==> config.mk <==
export PLATFORM = sky130hd
export DESIGN_NAME = uart_pcm_slip_bridge
export DESIGN_NICKNAME = d
export VERILOG_FILES = /design/src/rtl/slip_bridge_pkg.sv /design/src/rtl/pcm_uart_rx.sv /design/src/rtl/pcm_slip_ctrl.sv /design/src/rtl/pcm_slip_datapath.sv /design/src/rtl/uart_pcm_slip_bridge.sv
export SDC_FILE = /design/constraint.sdc
export NUM_CORES = 1
export LEC_CHECK = 0
export BUFFER_PORTS_ARGS = -buffer_cell sky130_fd_sc_hd__buf_2
export CAP_MARGIN = 20
export CORE_MARGIN = 2
export CORE_UTILIZATION = 45
export CTS_BUF_LIST = sky130_fd_sc_hd__clkbuf_4 sky130_fd_sc_hd__clkbuf_8
export CTS_CLUSTER_DIAMETER = 40
export CTS_CLUSTER_SIZE = 20
export DETAILED_ROUTE_END_ITERATION = 16
export PLACE_DENSITY = 0.68
export SYNTH_ARGS = -nofsm -noshare
export SYNTH_HDL_FRONTEND = slang
export SYNTH_SLANG_ARGS = --single-unit
==> constraint.sdc <==
create_clock -name clk -period 4.2 [get_ports clk]
set_input_delay 0.42 -clock clk [delete_from_list [all_inputs] [get_ports clk]]
set_output_delay 0.42 -clock clk [all_outputs]
set_load 0.02 [all_outputs]
==> src/rtl/slip_bridge_pkg.sv <==
package slip_bridge_pkg;
  // Strobes from control to datapath, one cycle wide each
  typedef struct packed {
    logic push;   // write received byte into FIFO
    logic pop;    // slot load: send head, pop one
    logic drop;   // slot load: discard head, send next, pop two
    logic rpt;    // slot load: resend previous byte, no pop
    logic load;   // first bit of slot
    logic shift;  // later bit of slot
    logic idle;   // bit edge outside the slot
  } slip_ctl_t;
endpackage

==> src/rtl/pcm_uart_rx.sv <==
module pcm_uart_rx #(
  parameter int OVS_DIV = 68
) (
  input  logic       clk,
  input  logic       rstN,
  input  logic       rxLine,
  output logic       byteValid,
  output logic [7:0] byteData
);
  localparam int DIV_W = $clog2(OVS_DIV + 1);

  typedef enum logic [2:0] {RX_IDLE, RX_START, RX_DATA, RX_STOP, RX_WAIT} rx_state_t;

  rx_state_t  state;
  logic [DIV_W-1:0] divCnt;
  logic       tick;
  logic [3:0] tickCnt;
  logic [2:0] bitCnt;
  logic [7:0] shiftReg;

  assign tick = (divCnt == DIV_W'(OVS_DIV - 1));

  always_ff @(posedge clk) begin
    if (!rstN) divCnt <= '0;
    else if (tick) divCnt <= '0;
    else divCnt <= divCnt + DIV_W'(1);
  end

  always_ff @(posedge clk) begin
    if (!rstN) begin
      state     <= RX_IDLE;
      tickCnt   <= '0;
      bitCnt    <= '0;
      shiftReg  <= '0;
      byteValid <= 1'b0;
      byteData  <= '0;
    end else begin
      byteValid <= 1'b0;
      case (state)
        RX_IDLE: begin
          tickCnt <= '0;
          bitCnt  <= '0;
          if (!rxLine) state <= RX_START;
        end
        RX_START: if (tick) begin
          if (tickCnt == 4'd7) begin
            tickCnt <= '0;
            state   <= rxLine ? RX_IDLE : RX_DATA;
          end else tickCnt <= tickCnt + 4'd1;
        end
        RX_DATA: if (tick) begin
          if (tickCnt == 4'd15) begin
            tickCnt  <= '0;
            shiftReg <= {rxLine, shiftReg[7:1]};
            if (bitCnt == 3'd7) state <= RX_STOP;
            bitCnt <= bitCnt + 3'd1;
          end else tickCnt <= tickCnt + 4'd1;
        end
        RX_STOP: if (tick) begin
          if (tickCnt == 4'd15) begin
            tickCnt <= '0;
            if (rxLine) begin
              byteValid <= 1'b1;
              byteData  <= shiftReg;
              state     <= RX_IDLE;
            end else state <= RX_WAIT;
          end else tickCnt <= tickCnt + 4'd1;
        end
        RX_WAIT: if (rxLine) state <= RX_IDLE;
        default: state <= RX_IDLE;
      endcase
    end
  end


  valid_pulse_chk: assert property (@(posedge clk) disable iff (!rstN)
    byteValid |=> !byteValid);

  wait_high_chk: assert property (@(posedge clk) disable iff (!rstN)
    (state == RX_WAIT && !rxLine) |=> state == RX_WAIT);
endmodule

==> src/rtl/pcm_slip_ctrl.sv <==
module pcm_slip_ctrl
  import slip_bridge_pkg::*;
#(
  parameter int DEPTH     = 32,
  parameter int HIGH_MARK = 24,
  parameter int LOW_MARK  = 8,
  localparam int CNT_W    = $clog2(DEPTH + 1)
) (
  input  logic             clk,
  input  logic             rstN,
  input  logic             rxSerial,
  input  logic             pcmBitClk,
  input  logic             slotEnable,
  input  logic             rxValid,
  input  logic [CNT_W-1:0] fillLevel,
  output logic             rxLine,
  output slip_ctl_t        ctl,
  output logic             underflowFlag,
  output logic             overflowFlag
);
  localparam logic [CNT_W-1:0] FULL_L = CNT_W'(DEPTH);
  localparam logic [CNT_W-1:0] HI_L   = CNT_W'(HIGH_MARK);
  localparam logic [CNT_W-1:0] LO_L   = CNT_W'(LOW_MARK);

  logic [1:0] rxSync, clkSync, slotSync;
  logic       clkPrev;
  logic       bitRise;
  logic [2:0] bitCnt;
  logic       isEmpty, isFull;

  always_ff @(posedge clk) begin
    if (!rstN) begin
      rxSync   <= 2'b11;
      clkSync  <= 2'b00;
      slotSync <= 2'b00;
      clkPrev  <= 1'b0;
    end else begin
      rxSync   <= {rxSync[0], rxSerial};
      clkSync  <= {clkSync[0], pcmBitClk};
      slotSync <= {slotSync[0], slotEnable};
      clkPrev  <= clkSync[1];
    end
  end

  assign rxLine  = rxSync[1];
  assign bitRise = clkSync[1] && !clkPrev;
  assign isEmpty = (fillLevel == '0);
  assign isFull  = (fillLevel == FULL_L);

  always_ff @(posedge clk) begin
    if (!rstN) bitCnt <= '0;
    else if (bitRise) bitCnt <= slotSync[1] ? bitCnt + 3'd1 : 3'd0;
  end

  always_comb begin
    ctl       = '0;
    ctl.load  = bitRise && slotSync[1] && (bitCnt == 3'd0);
    ctl.shift = bitRise && slotSync[1] && (bitCnt != 3'd0);
    ctl.idle  = bitRise && !slotSync[1];
    ctl.drop  = ctl.load && (fillLevel > HI_L);
    ctl.rpt   = ctl.load && (fillLevel < LO_L);
    ctl.pop   = ctl.load && !ctl.drop && !ctl.rpt;
    ctl.push  = rxValid && !isFull;
  end

  always_ff @(posedge clk) begin
    if (!rstN) begin
      underflowFlag <= 1'b0;
      overflowFlag  <= 1'b0;
    end else begin
      if (ctl.load && isEmpty) underflowFlag <= 1'b1;
      if (rxValid && isFull)   overflowFlag  <= 1'b1;
    end
  end


  uf_sticky_chk: assert property (@(posedge clk) disable iff (!rstN)
    underflowFlag |=> underflowFlag);

  of_sticky_chk: assert property (@(posedge clk) disable iff (!rstN)
    overflowFlag |=> overflowFlag);

  one_choice_chk: assert property (@(posedge clk) disable iff (!rstN)
    $onehot0({ctl.pop, ctl.drop, ctl.rpt}));
endmodule

==> src/rtl/pcm_slip_datapath.sv <==
module pcm_slip_datapath
  import slip_bridge_pkg::*;
#(
  parameter int DEPTH     = 32,
  parameter int HIGH_MARK = 24,
  parameter int LOW_MARK  = 8,
  localparam int PTR_W    = $clog2(DEPTH),
  localparam int CNT_W    = $clog2(DEPTH + 1)
) (
  input  logic             clk,
  input  logic             rstN,
  input  slip_ctl_t        ctl,
  input  logic [7:0]       rxByte,
  output logic [CNT_W-1:0] fillLevel,
  output logic             pcmOut
);
  localparam logic [CNT_W-1:0] FULL_L = CNT_W'(DEPTH);
  localparam logic [CNT_W-1:0] HI_L   = CNT_W'(HIGH_MARK);
  localparam logic [CNT_W-1:0] LO_L   = CNT_W'(LOW_MARK);

  logic [7:0]       mem [DEPTH];
  logic [PTR_W-1:0] wrPtr, rdPtr, rdNext;
  logic [CNT_W-1:0] popAmt;
  logic [7:0]       lastByte, shiftReg, chosen;

  assign rdNext = rdPtr + PTR_W'(1);
  assign popAmt = ctl.drop ? CNT_W'(2) : (ctl.pop ? CNT_W'(1) : CNT_W'(0));
  assign chosen = ctl.rpt ? lastByte : (ctl.drop ? mem[rdNext] : mem[rdPtr]);

  always_ff @(posedge clk) begin
    if (ctl.push) mem[wrPtr] <= rxByte;
  end

  always_ff @(posedge clk) begin
    if (!rstN) begin
      wrPtr     <= '0;
      rdPtr     <= '0;
      fillLevel <= '0;
    end else begin
      if (ctl.push) wrPtr <= wrPtr + PTR_W'(1);
      rdPtr     <= rdPtr + PTR_W'(popAmt);
      fillLevel <= fillLevel + CNT_W'(ctl.push) - popAmt;
    end
  end

  always_ff @(posedge clk) begin
    if (!rstN) begin
      lastByte <= 8'hFF;
      shiftReg <= 8'hFF;
      pcmOut   <= 1'b1;
    end else if (ctl.load) begin
      lastByte <= chosen;
      pcmOut   <= chosen[7];
      shiftReg <= {chosen[6:0], 1'b1};
    end else if (ctl.shift) begin
      pcmOut   <= shiftReg[7];
      shiftReg <= {shiftReg[6:0], 1'b1};
    end else if (ctl.idle) begin
      pcmOut   <= 1'b1;
    end
  end


  count_bound_chk: assert property (@(posedge clk) disable iff (!rstN)
    fillLevel <= FULL_L);

  no_push_full_chk: assert property (@(posedge clk) disable iff (!rstN)
    ctl.push |-> fillLevel != FULL_L);

  drop_above_chk: assert property (@(posedge clk) disable iff (!rstN)
    ctl.drop |-> fillLevel > HI_L);

  repeat_below_chk: assert property (@(posedge clk) disable iff (!rstN)
    ctl.rpt |-> fillLevel < LO_L);

  idle_line_chk: assert property (@(posedge clk) disable iff (!rstN)
    ctl.idle |=> pcmOut);
endmodule

==> src/rtl/uart_pcm_slip_bridge.sv <==
module uart_pcm_slip_bridge
  import slip_bridge_pkg::*;
#(
  parameter int DEPTH     = 32,
  parameter int HIGH_MARK = 24,
  parameter int LOW_MARK  = 8,
  parameter int OVS_DIV   = 68
) (
  input  logic clk,
  input  logic rstN,
  input  logic rxSerial,
  input  logic pcmBitClk,
  input  logic slotEnable,
  output logic pcmData,
  output logic underflowFlag,
  output logic overflowFlag
);
  localparam int CNT_W = $clog2(DEPTH + 1);

  slip_ctl_t        ctl;
  logic             rxLine, rxValid;
  logic [7:0]       rxByte;
  logic [CNT_W-1:0] fillLevel;

  pcm_uart_rx #(.OVS_DIV(OVS_DIV)) u_rx (
    .clk(clk), .rstN(rstN), .rxLine(rxLine),
    .byteValid(rxValid), .byteData(rxByte)
  );

  pcm_slip_ctrl #(.DEPTH(DEPTH), .HIGH_MARK(HIGH_MARK), .LOW_MARK(LOW_MARK)) u_ctrl (
    .clk(clk), .rstN(rstN), .rxSerial(rxSerial), .pcmBitClk(pcmBitClk),
    .slotEnable(slotEnable), .rxValid(rxValid), .fillLevel(fillLevel),
    .rxLine(rxLine), .ctl(ctl), .underflowFlag(underflowFlag),
    .overflowFlag(overflowFlag)
  );

  pcm_slip_datapath #(.DEPTH(DEPTH), .HIGH_MARK(HIGH_MARK), .LOW_MARK(LOW_MARK)) u_dp (
    .clk(clk), .rstN(rstN), .ctl(ctl), .rxByte(rxByte),
    .fillLevel(fillLevel), .pcmOut(pcmData)
  );
endmodule

# Word-level counts from Yosys, hierarchy flattened
# Memory sizes are Yosys's and may differ from the RTL's. A register that Yosys moved wholly into a read port is not among the register bits.
# Index checks and enable logic that the tools add are counted.
# W data, S select, Z words.
totals:
  output_inout_bits: 3
  elab_cells: 119
  memories: 1
  regBits: 78
  ramBits: 256
op_classes:
  eq_ne: 19
  muxes: 34
  magnitude_cmp: 2
  bitwise_logic: 1
  n_reduce_logical: 33
  n_addsub: 9
mem_list:
  columns: ["name", "depth", "width", "rd", "rd_ports_with_merged_regs", "write_ports", "line_no", "source"]
  rows:
  - ["u_dp.mem", 32, 8, 2, 1, 1, "pcm_slip_datapath.sv:21", "logic [7:0] mem [DEPTH];"]
op_table:
  columns: ["cell", "n"]
  rows:
  - ["$mux W3", 13]
  - ["$mux W8", 4]
  - ["$ne A2 B1 Y1 const B", 9]
  - ["$mux W4", 4]
  - ["$pmux W3 S5", 1]
  - ["$logic_and A1 B1 Y1", 12]
  - ["$pmux W4 S3", 1]
  - ["$add A5 B1 Y5 const B", 2]
  - ["$reduce_and A3 Y1", 3]
  - ["$reduce_and A9 Y1", 1]
  - ["$reduce_bool A3 Y1", 3]
  - ["$reduce_and A4 Y1", 2]
  - ["$add A7 B1 Y7 const B", 1]
  - ["$eq A7 B7 Y1 const B", 1]
  - ["$mux W1", 7]
  - ["$add A3 B1 Y3 const B", 2]
  - ["$add A6 B1 Y6", 1]
  - ["$eq A3 B2 Y1 const B", 2]
  - ["$eq A3 B3 Y1 const B", 2]
  - ["$eq A6 B6 Y1 const B", 1]
  - ["$gt A6 B5 Y1 const B", 1]
  - ["$logic_not A3 Y1", 2]
  - ["$logic_not A6 Y1", 1]
  - ["$lt A6 B4 Y1 const B", 1]
  - ["other kinds (15)", 21]

# Logic depth before layout (Yosys ltp)
# Gate-level depths: netlist (run 1).
depth:
  word_depth: 12
  depth_mapped: 19
  ltp_nobuf: 17

# By module
# A second synthesis (run 1) with hierarchy kept.
hier_totals:
  cells_unflattened: 1079
  hier_area_um2: 15994.1
modules_own_cells:
  columns: ["mod", "cells_per_inst", "area_per_inst_um2", "n_inst"]
  rows:
  - ["pcm_slip_datapath", 857, 13969.6, 1]
  - ["pcm_uart_rx", 164, 1505.2, 1]
  - ["pcm_slip_ctrl", 58, 519.2, 1]

# Worst setup path before layout (run 1)
# Ideal clock, no wire load.
synth_path:
  kind: "register to register"
  startpoint: "register u_dp.fillLevel[3]"
  endpoint: "register u_dp.fillLevel[5]"
  stages_incl_launch_ff: 14
  synth_period_minus_slack_ps: 2984
  setup_slack_ps: 1216
  t_arrival_ps: 2856
  t_required_ps: 4072
  cell_sequence: "dfxtp_1 ha_1 or4b_1 a31oi_2 nor2_1 inv_1 ha_1 ha_1 a21o_1 a21oi_1 o21bai_1 a21oi_1 xnor2_1 nor2_1"
synth_between:
  elab_chain_cells: 8
  elab_cells_between_ends: 15
  cone_classes: "add/sub: 2; order compare: 2; eq/ne: 1; mux: 2; reduce/logical: 8"
synth_rtl:
  columns: ["item", "line_no", "source"]
  rows:
  - ["start, declared", "pcm_slip_datapath.sv:14", "output logic [CNT_W-1:0] fillLevel,"]
  - ["start signal, assigned", "pcm_slip_datapath.sv:42", "fillLevel <= fillLevel + CNT_W'(ctl.push) - popAmt;"]
  - ["$gt A6 B5 Y1", "pcm_slip_ctrl.sv:60", "ctl.drop = ctl.load && (fillLevel > HI_L);"]
  - ["$logic_and A1 B1 Y1", "pcm_slip_ctrl.sv:60", null]
  - ["$logic_not A1 Y1", "pcm_slip_ctrl.sv:62", "ctl.pop = ctl.load && !ctl.drop && !ctl.rpt;"]
  - ["$logic_and A1 B1 Y1 (2 in series)", "pcm_slip_ctrl.sv:62", null]
  - ["$mux W1", "pcm_slip_datapath.sv:27", "assign popAmt = ctl.drop ? CNT_W'(2) : (ctl.pop ? CNT_W'(1) : CNT_W'(0));"]
  - ["$mux W6", "pcm_slip_datapath.sv:27", null]
  - ["$sub A6 B6 Y6 *", "pcm_slip_datapath.sv:42", null]
# Mark *: on every way between the ends. The rest lies on a longest branch, timed or not.
# A chain may end at the register's enable or synchronous reset.

# Final worst setup path (run 1)
# Same ends and word-level chain as after synthesis.

==> results of run 1 <==
-- through the flow --
stage / instance area (um2) / power [uW] / worst slack [ns] / util, %
2_1_floorplan: 15800 / 3790 / 1.22 / -
3_3_place_gp: 16300 / 3840 / 0.945 / 47.2
3_5_place_dp: 16300 / 3840 / 0.868 / 47.2
4_1_cts: 17300 / 6400 / 0.842 / 50.0
5_1_grt: 17300 / 6560 / 0.659 / 50.2
6_report: 17300 / 6360 / 0.841 / 50.2
-- cell type report --
class | instances | area, um2 | area share [%]
Sequential cell | 334 | 9260 | 53.4
Multi-Input combinational cell | 605 | 6090 | 35.1
Clock buffer | 49 | 649 | 3.74
Tap cell | 455 | 569 | 3.28
Timing Repair Buffer | 37 | 358 | 2.06
Clock inverter | 27 | 292 | 1.68
Inverter | 34 | 128 | 0.736
Antenna cell | 1 | 2.50 | 0.0144
-- placed cells by master (no fill, tap or decap), types with 9 or more instances in the layout --
cell / instances
sky130_fd_sc_hd__a21oi_1: 29
sky130_fd_sc_hd__and2_1: 11
sky130_fd_sc_hd__buf_4: 24
sky130_fd_sc_hd__clkbuf_8: 45
sky130_fd_sc_hd__dfxtp_1: 75
sky130_fd_sc_hd__edfxtp_1: 256
sky130_fd_sc_hd__ha_1: 24
sky130_fd_sc_hd__inv_1: 31
sky130_fd_sc_hd__mux2_2: 16
sky130_fd_sc_hd__mux2i_1: 58
sky130_fd_sc_hd__mux4_2: 125
sky130_fd_sc_hd__nand2_1: 38
sky130_fd_sc_hd__nand3_1: 19
sky130_fd_sc_hd__nand4_1: 17
sky130_fd_sc_hd__nor2_1: 97
sky130_fd_sc_hd__nor3_1: 9
sky130_fd_sc_hd__o21ai_0: 48
sky130_fd_sc_hd__xnor2_1: 10
sky130_fd_sc_hd__xor2_1: 10
-- kinds of logic (layout without fill, tap and decap cells) --
family,after synthesis,count (layout)
adders and majority gates,27,27
muxes,201,201
AOI/OAI and AO/OA,129,129
and+or+nand+nor,227,227
xor gates and xnor gates,21,21
DFF,334,334
other,0,1
buffers and inverters,94,147
-- worst min-delay path by stage --
| stage | startpoint | endpoint | slack, ns |
|---|---|---|---|
| floorplan | u_ctrl.rxSync[0] | u_ctrl.rxSync[1] | 0.39 |
| detailed placement | u_ctrl.rxSync[0] | u_ctrl.rxSync[1] | 0.40 |
| global placement | u_ctrl.rxSync[0] | u_ctrl.rxSync[1] | 0.42 |
| global route | rxSerial | u_ctrl.rxSync[0] | 0.05 |
| finish | rxSerial | u_ctrl.rxSync[0] | 0.05 |
| CTS | rxSerial | u_ctrl.rxSync[0] | 0.03 |
-- sequential cells by signal, indices dropped and copies added (netlist names), 3 cells and up --
register	count
u_rx.divCnt	7
u_rx.byteData	8
u_dp.wrPtr	5
u_dp.fillLevel	6
u_dp.shiftReg	7
u_dp.mem	256
u_rx.bitCnt	3
u_rx.tickCnt	4
u_dp.lastByte	8
u_rx.state	3
u_dp.rdPtr	5
u_rx.shiftReg	8
u_ctrl.bitCnt	3
-- power breakdown --
part / internal, uW / switching [uW] / total (uW)
Clock: 1330 / 1270 / 2600
Sequential: 3520 / 22.6 / 3550
Combinational: 96.0 / 119 / 215
-- metal layers --
layer	vias up	part of all wire, %
met3	83	8.2
met5	-	0
met2	390	47
met4	0	3.6
li1	4123	-
met1	4837	41
-- worst reg2reg max path, cell delays in order (launching register included) --
cell	delay [ns]
sky130_fd_sc_hd__dfxtp_1	0.47
sky130_fd_sc_hd__ha_1	0.19
sky130_fd_sc_hd__or4b_1	0.48
sky130_fd_sc_hd__a31oi_2	0.35
sky130_fd_sc_hd__nor2_1	0.15
sky130_fd_sc_hd__inv_1	0.15
sky130_fd_sc_hd__ha_1	0.27
sky130_fd_sc_hd__ha_1	0.30
sky130_fd_sc_hd__a21o_1	0.18
sky130_fd_sc_hd__a21oi_1	0.21
sky130_fd_sc_hd__o21bai_1	0.09
sky130_fd_sc_hd__a21oi_1	0.18
sky130_fd_sc_hd__xnor2_1	0.13
sky130_fd_sc_hd__nor2_1	0.05
==> impl_metrics.toml, run 1 <==
[status]
outcome = "completed"

[setup_path]
arrival_ns = 3.78
crit_path_depth = 13
worstRegToRegCells = 13
worst-path-max-fanout = 8
start_kind = "register"
critPathTopFamily = "compound AO/OA/AOI/OAI gates"
slowest_stage = "sky130_fd_sc_hd__or4b_1"
cp_common_cell = "sky130_fd_sc_hd__ha_1"
worst_r2r_endpoint = "u_dp.fillLevel[5]"
setup.worst_path.class = "register to register"
worst_ep_required_time_ns = 4.62
worstSetupStartpoint = "u_dp.fillLevel[3]"
crit_end = "u_dp.fillLevel[5]"
buf_inv_on_cp = 1
worst_r2r_startpoint = "u_dp.fillLevel[3]"
path_cells = "ha_1 -> or4b_1 -> a31oi_2 -> nor2_1 -> inv_1 -> ha_1 -> ha_1 -> a21o_1 -> a21oi_1 -> o21bai_1 -> a21oi_1 -> xnor2_1 -> nor2_1"
timing.critical_path.slowest_cell_delay_ns = 0.48
regToRegSetupSlack_ns = 0.84
critical_path_sink_type = "register"

[placement]
detailedPlacementHpwl_um = 23900
global_placement_routability_congestion = 0.868
placedCellCount = 1462
numPortBuffers = 7

[clock_network]
ctsResizeCount = 0
clock_sinks = 334
cts_htree_levels = 2
worstSkewPairLatency_ns = 0.57
post-cts-setup-buffer-count = 0
cts_buffer_depth = 3
cts_root_buffer = "sky130_fd_sc_hd__clkbuf_8"
cts_tree = "built"
clk_transition_reported_paths_ns = 0.07
tritoncts_buffers = 42
holdBufCountCts = 0

[timing]
final_period_minus_worst_setup_slack_ns = 3.36
timing.slew.headroom_pct = 25.5
setup-violations-final = 0
hold_ws_ns = 0.0485
max_freq_mhz = 298
timing.final.hold_violations = 0
tns_ns = 0
worst_slew_pin_slew_ns = 1.11
clock-skew-final_ns = 0.0251
min_period_over_period_pct = 80.0
grt_setup_unrepaired = "false"
drv_slew = 0

[min_path]
min_path_cells = 2
worst_hold_path_type = "primary input to register"

[logic_synthesis]
synth_top_family_by_area = "multiplexers"
synthesis.yosys.warnings = 0
post-synth-top-area-fraction_pct = 48.7
synth-seq-cells = 334
post_synth_main_area_contributors = "sky130_fd_sc_hd__edfxtp_1, sky130_fd_sc_hd__mux4_2, sky130_fd_sc_hd__dfxtp_1, sky130_fd_sc_hd__mux2i_1, sky130_fd_sc_hd__nor2_1"
syn-instance-count = 1033
synth.mux.area_fraction_pct = 22.9
ranking_of_synthesized_cells_by_instance_count = "sky130_fd_sc_hd__edfxtp_1, sky130_fd_sc_hd__mux4_2, sky130_fd_sc_hd__nor2_1"
yosys.cell_types.count = 71
top_cell_type_by_total_area_after_synthesis = "sky130_fd_sc_hd__edfxtp_1"
post_synth_and_or_nand_nor_area_fraction_pct = 6.87
most_repeated_cell_in_the_gate_level_netlist_after_synthesis = "sky130_fd_sc_hd__edfxtp_1"
adder_and_majority_gate_portion_of_the_synthesized_area_pct = 2.23
postSynthAreaPerCell_um2 = 15.3
synth_nets = 1065
synthArstFlopShare_pct = 0
synth_xor_xnor_area_share_pct = 1.16
synth_sequential_area_ratio_pct = 58.6
synth_compound_gate_area_share_pct = 5.22
synth-edff-count = 256
synth_flop_cell = "sky130_fd_sc_hd__edfxtp_1"
netlist_area_um2 = 15800

[power]
cellPowerDensity_nw_per_um2 = 367
vdd_ir_drop_max_uv = 330
p_leak_uw = 0.00565

[global_routing]
use_met2_pct = 32.5
top_usage_layer = "met2"
globalRouteOverflowTotal = 0
gr-usage-all-layers_pct = 20.6
antenna_found_initial = 1
grt_use_met1_pct = 28.2
grt_pass1_wl_um = 56000
grt_max_degree = 62
grt_util_met3_pct = 4.37
grt_pass1_vias = 9212

[routing]
avgViaCountPerCell = 6.12
postRouteAntennaNets = 0
drt_iter0_drc = 1026
remaining_drc_errors = 0
finalWirelength_um = 36900
firstDrtPassIters = 5
vias = 9433
routed_wire_length_per_instance_um = 23.9

[cells_and_area]
count_of_nets_after_finishing = 1086
drive_above_1_share_pct = 24.5
instances_no_fill = 1542
num-fill-cells = 2869
synthToLayoutAreaGrowth_pct = 9.85

[die]
core_region_area_um2 = 34500
std_cell_rows = 68
floorplan.initialDensity_pct = 45.7
floorplan.die.height_um = 191
dieArea_um2 = 36600
num_io_pins = 8
dieWidth_um = 191

[flow_run]
max_cap_viol_count = 0
(Power assumes the default switching activity.)
==> run 2, diff against run 1 <==
- clock period: 4.2 -> 3.1 ns (I/O delays scaled with it)
==> run 2 against run 1 <==
Die area unchanged. Worst setup slack worse by 0.67 ns. Maximum frequency up 15%. Sequential share of layout area down 1.8 points. Count of clock-buffer cells in the layout up 1. Non-clock buffer count up 65. Via count up 2.5%.
==> impl_metrics.toml, run 2 (synthesized netlist as in run 1, its figures left out) <==
[cells_and_area]
instances_no_fill = 1617
finalCoreUtilization_pct = 52.0
most_frequent_standard_cell_in_the_layout_excluding_fill_and_tap_cells = "sky130_fd_sc_hd__edfxtp_1"
mostFrequentLayoutCells = "sky130_fd_sc_hd__edfxtp_1, sky130_fd_sc_hd__mux4_2, sky130_fd_sc_hd__nor2_1"
registers.top_by_ff_count = "u_dp.mem"
largest_reg_flops = 256
drive_above_1_share_pct = 29.5
count_of_nets_after_finishing = 1156
synthToLayoutAreaGrowth_pct = 13.7
insertedDiodeCount = 0

[routing]
routed_wire_length_per_instance_um = 23.2
drt_iter0_drc = 1013
postRouteAntennaNets = 0
remaining_drc_errors = 0
vias = 9666
finalWirelength_um = 37600
firstDrtPassIters = 5
avgViaCountPerCell = 5.98

[timing]
worst_slew_pin_slew_ns = 1.06
timing.slew.headroom_pct = 29.2
hold_ws_ns = 0.0969
final_setup_margin_ns = 0.171
final_period_minus_worst_setup_slack_ns = 2.93
clock-skew-final_ns = 0.0282
tns_ns = 0
timing.final.hold_violations = 0
drv_slew = 0
grt_setup_unrepaired = "false"
setup-violations-final = 0
min_period_over_period_pct = 94.5
max_freq_mhz = 341

[min_path]
worst_hold_path_type = "primary input to register"

[die]
floorplan.die.height_um = 191
floorplan.initialDensity_pct = 45.7
std_cell_rows = 68
dieWidth_um = 191
num_io_pins = 8
dieArea_um2 = 36600
core_region_area_um2 = 34500

[global_routing]
grt_pass1_vias = 9518
antenna_found_initial = 1
grt_max_degree = 69
globalRouteOverflowTotal = 0
grt_pass1_wl_um = 57400
gr-usage-all-layers_pct = 21.0

[power]
p_leak_uw = 0.00605
power.share.combinational_pct = 3.6
p_clk_share_pct = 43.0
switching_share_pct = 23.7
p_int_uw = 6850
cellPowerDensity_nw_per_um2 = 500
switching_power_uw = 2130
seq_power_share_pct = 53.4
vdd_ir_drop_max_uv = 368

[clock_network]
cts_root_buffer = "sky130_fd_sc_hd__clkbuf_8"
cts_htree_levels = 2
clk_transition_reported_paths_ns = 0.08
cts_buffer_depth = 3
worstSkewPairLatency_ns = 0.59
cts_tree = "built"
tritoncts_buffers = 47
clock_sinks = 334

[status]
outcome = "completed"

[setup_path]
arrival_ns = 3.37
worst-path-max-fanout = 3
critical_path_sink_type = "register"
regToRegSetupSlack_ns = 0.17
worst_ep_required_time_ns = 3.54
start_kind = "register"
setup.worst_path.class = "register to register"

[placement]
detailedPlacementHpwl_um = 25400
numPortBuffers = 7
placedCellCount = 1525
detailedPlace.worstSlack_ns = 0.0806
global_placement_routability_congestion = 0.851

[flow_run]
max_cap_viol_count = 0
-- run 2: worst max-delay path, cell delays in order, from the launching register on --
cell and delay [ns]:
sky130_fd_sc_hd__dfxtp_1 0.36, sky130_fd_sc_hd__ha_1 0.16, sky130_fd_sc_hd__or4b_4 0.48, sky130_fd_sc_hd__a31oi_2 0.22, sky130_fd_sc_hd__nor2_1 0.08, sky130_fd_sc_hd__inv_1 0.12
sky130_fd_sc_hd__ha_1 0.27, sky130_fd_sc_hd__ha_1 0.30, sky130_fd_sc_hd__a21o_1 0.19, sky130_fd_sc_hd__a21oi_2 0.17, sky130_fd_sc_hd__o21bai_1 0.08, sky130_fd_sc_hd__a21oi_1 0.17
sky130_fd_sc_hd__xnor2_1 0.13, sky130_fd_sc_hd__nor2_1 0.05
-- run 2: layer usage --
metal | global-route usage [%] | vias up | part of all wire, %
li1 | - | 4262 | -
met1 | 29.7 | 4950 | 42
met2 | 33.0 | 382 | 47
met3 | 3.93 | 72 | 8.1
met4 | 6.72 | 0 | 2.9
met5 | 0 | - | 0
-- run 2: path summary, 6_finish.rpt --
path | start | endpoint | cells past startpoint
min | rstN | u_ctrl.rxSync[0] | 2
max reg2reg | u_dp.fillLevel[4] | u_dp.fillLevel[5] | 13
max | u_dp.fillLevel[4] | u_dp.fillLevel[5] | 13
min reg2reg | u_ctrl.rxSync[0] | u_ctrl.rxSync[1] | 1
-- run 2: per-stage QoR --
| stage | power [uW] | cell area, um2 |
|---|---|---|
| after floorplan | 5130 | 15800 |
| after global placement | 5210 | 16800 |
| after detailed placement | 5210 | 16800 |
| after CTS | 9060 | 17900 |
| after global routing | 9300 | 18000 |
| final | 8980 | 18000 |
-- run 2: repair_timing --
item	in CTS	in global routing
setup endpoints to repair	0	2
hold endpoints to repair	3	0
hold buffers	3	0
resized for setup	0	5
setup buffers	0	0
-- run 2: area by class of cell --
| class | instances | area, um2 |
|---|---|---|
| Fill cell | 2875 | 16600 |
| Sequential cell | 334 | 9260 |
| Multi-Input combinational cell | 605 | 6110 |
| Timing Repair Buffer | 102 | 821 |
| Clock buffer | 50 | 669 |
| Tap cell | 455 | 569 |
| Clock inverter | 37 | 403 |
| Inverter | 34 | 128 |
-- run 2: power by group through the flow --
stage                     Combinational [uW]  Clock, uW  Sequential (uW)
after global placement                   313          0             4900
after global routing                     358       4140             4800
after CTS                                318       3940             4800
after detailed placement                 313          0             4900
after floorplan                          239          0             4890
final                                    326       3860             4800
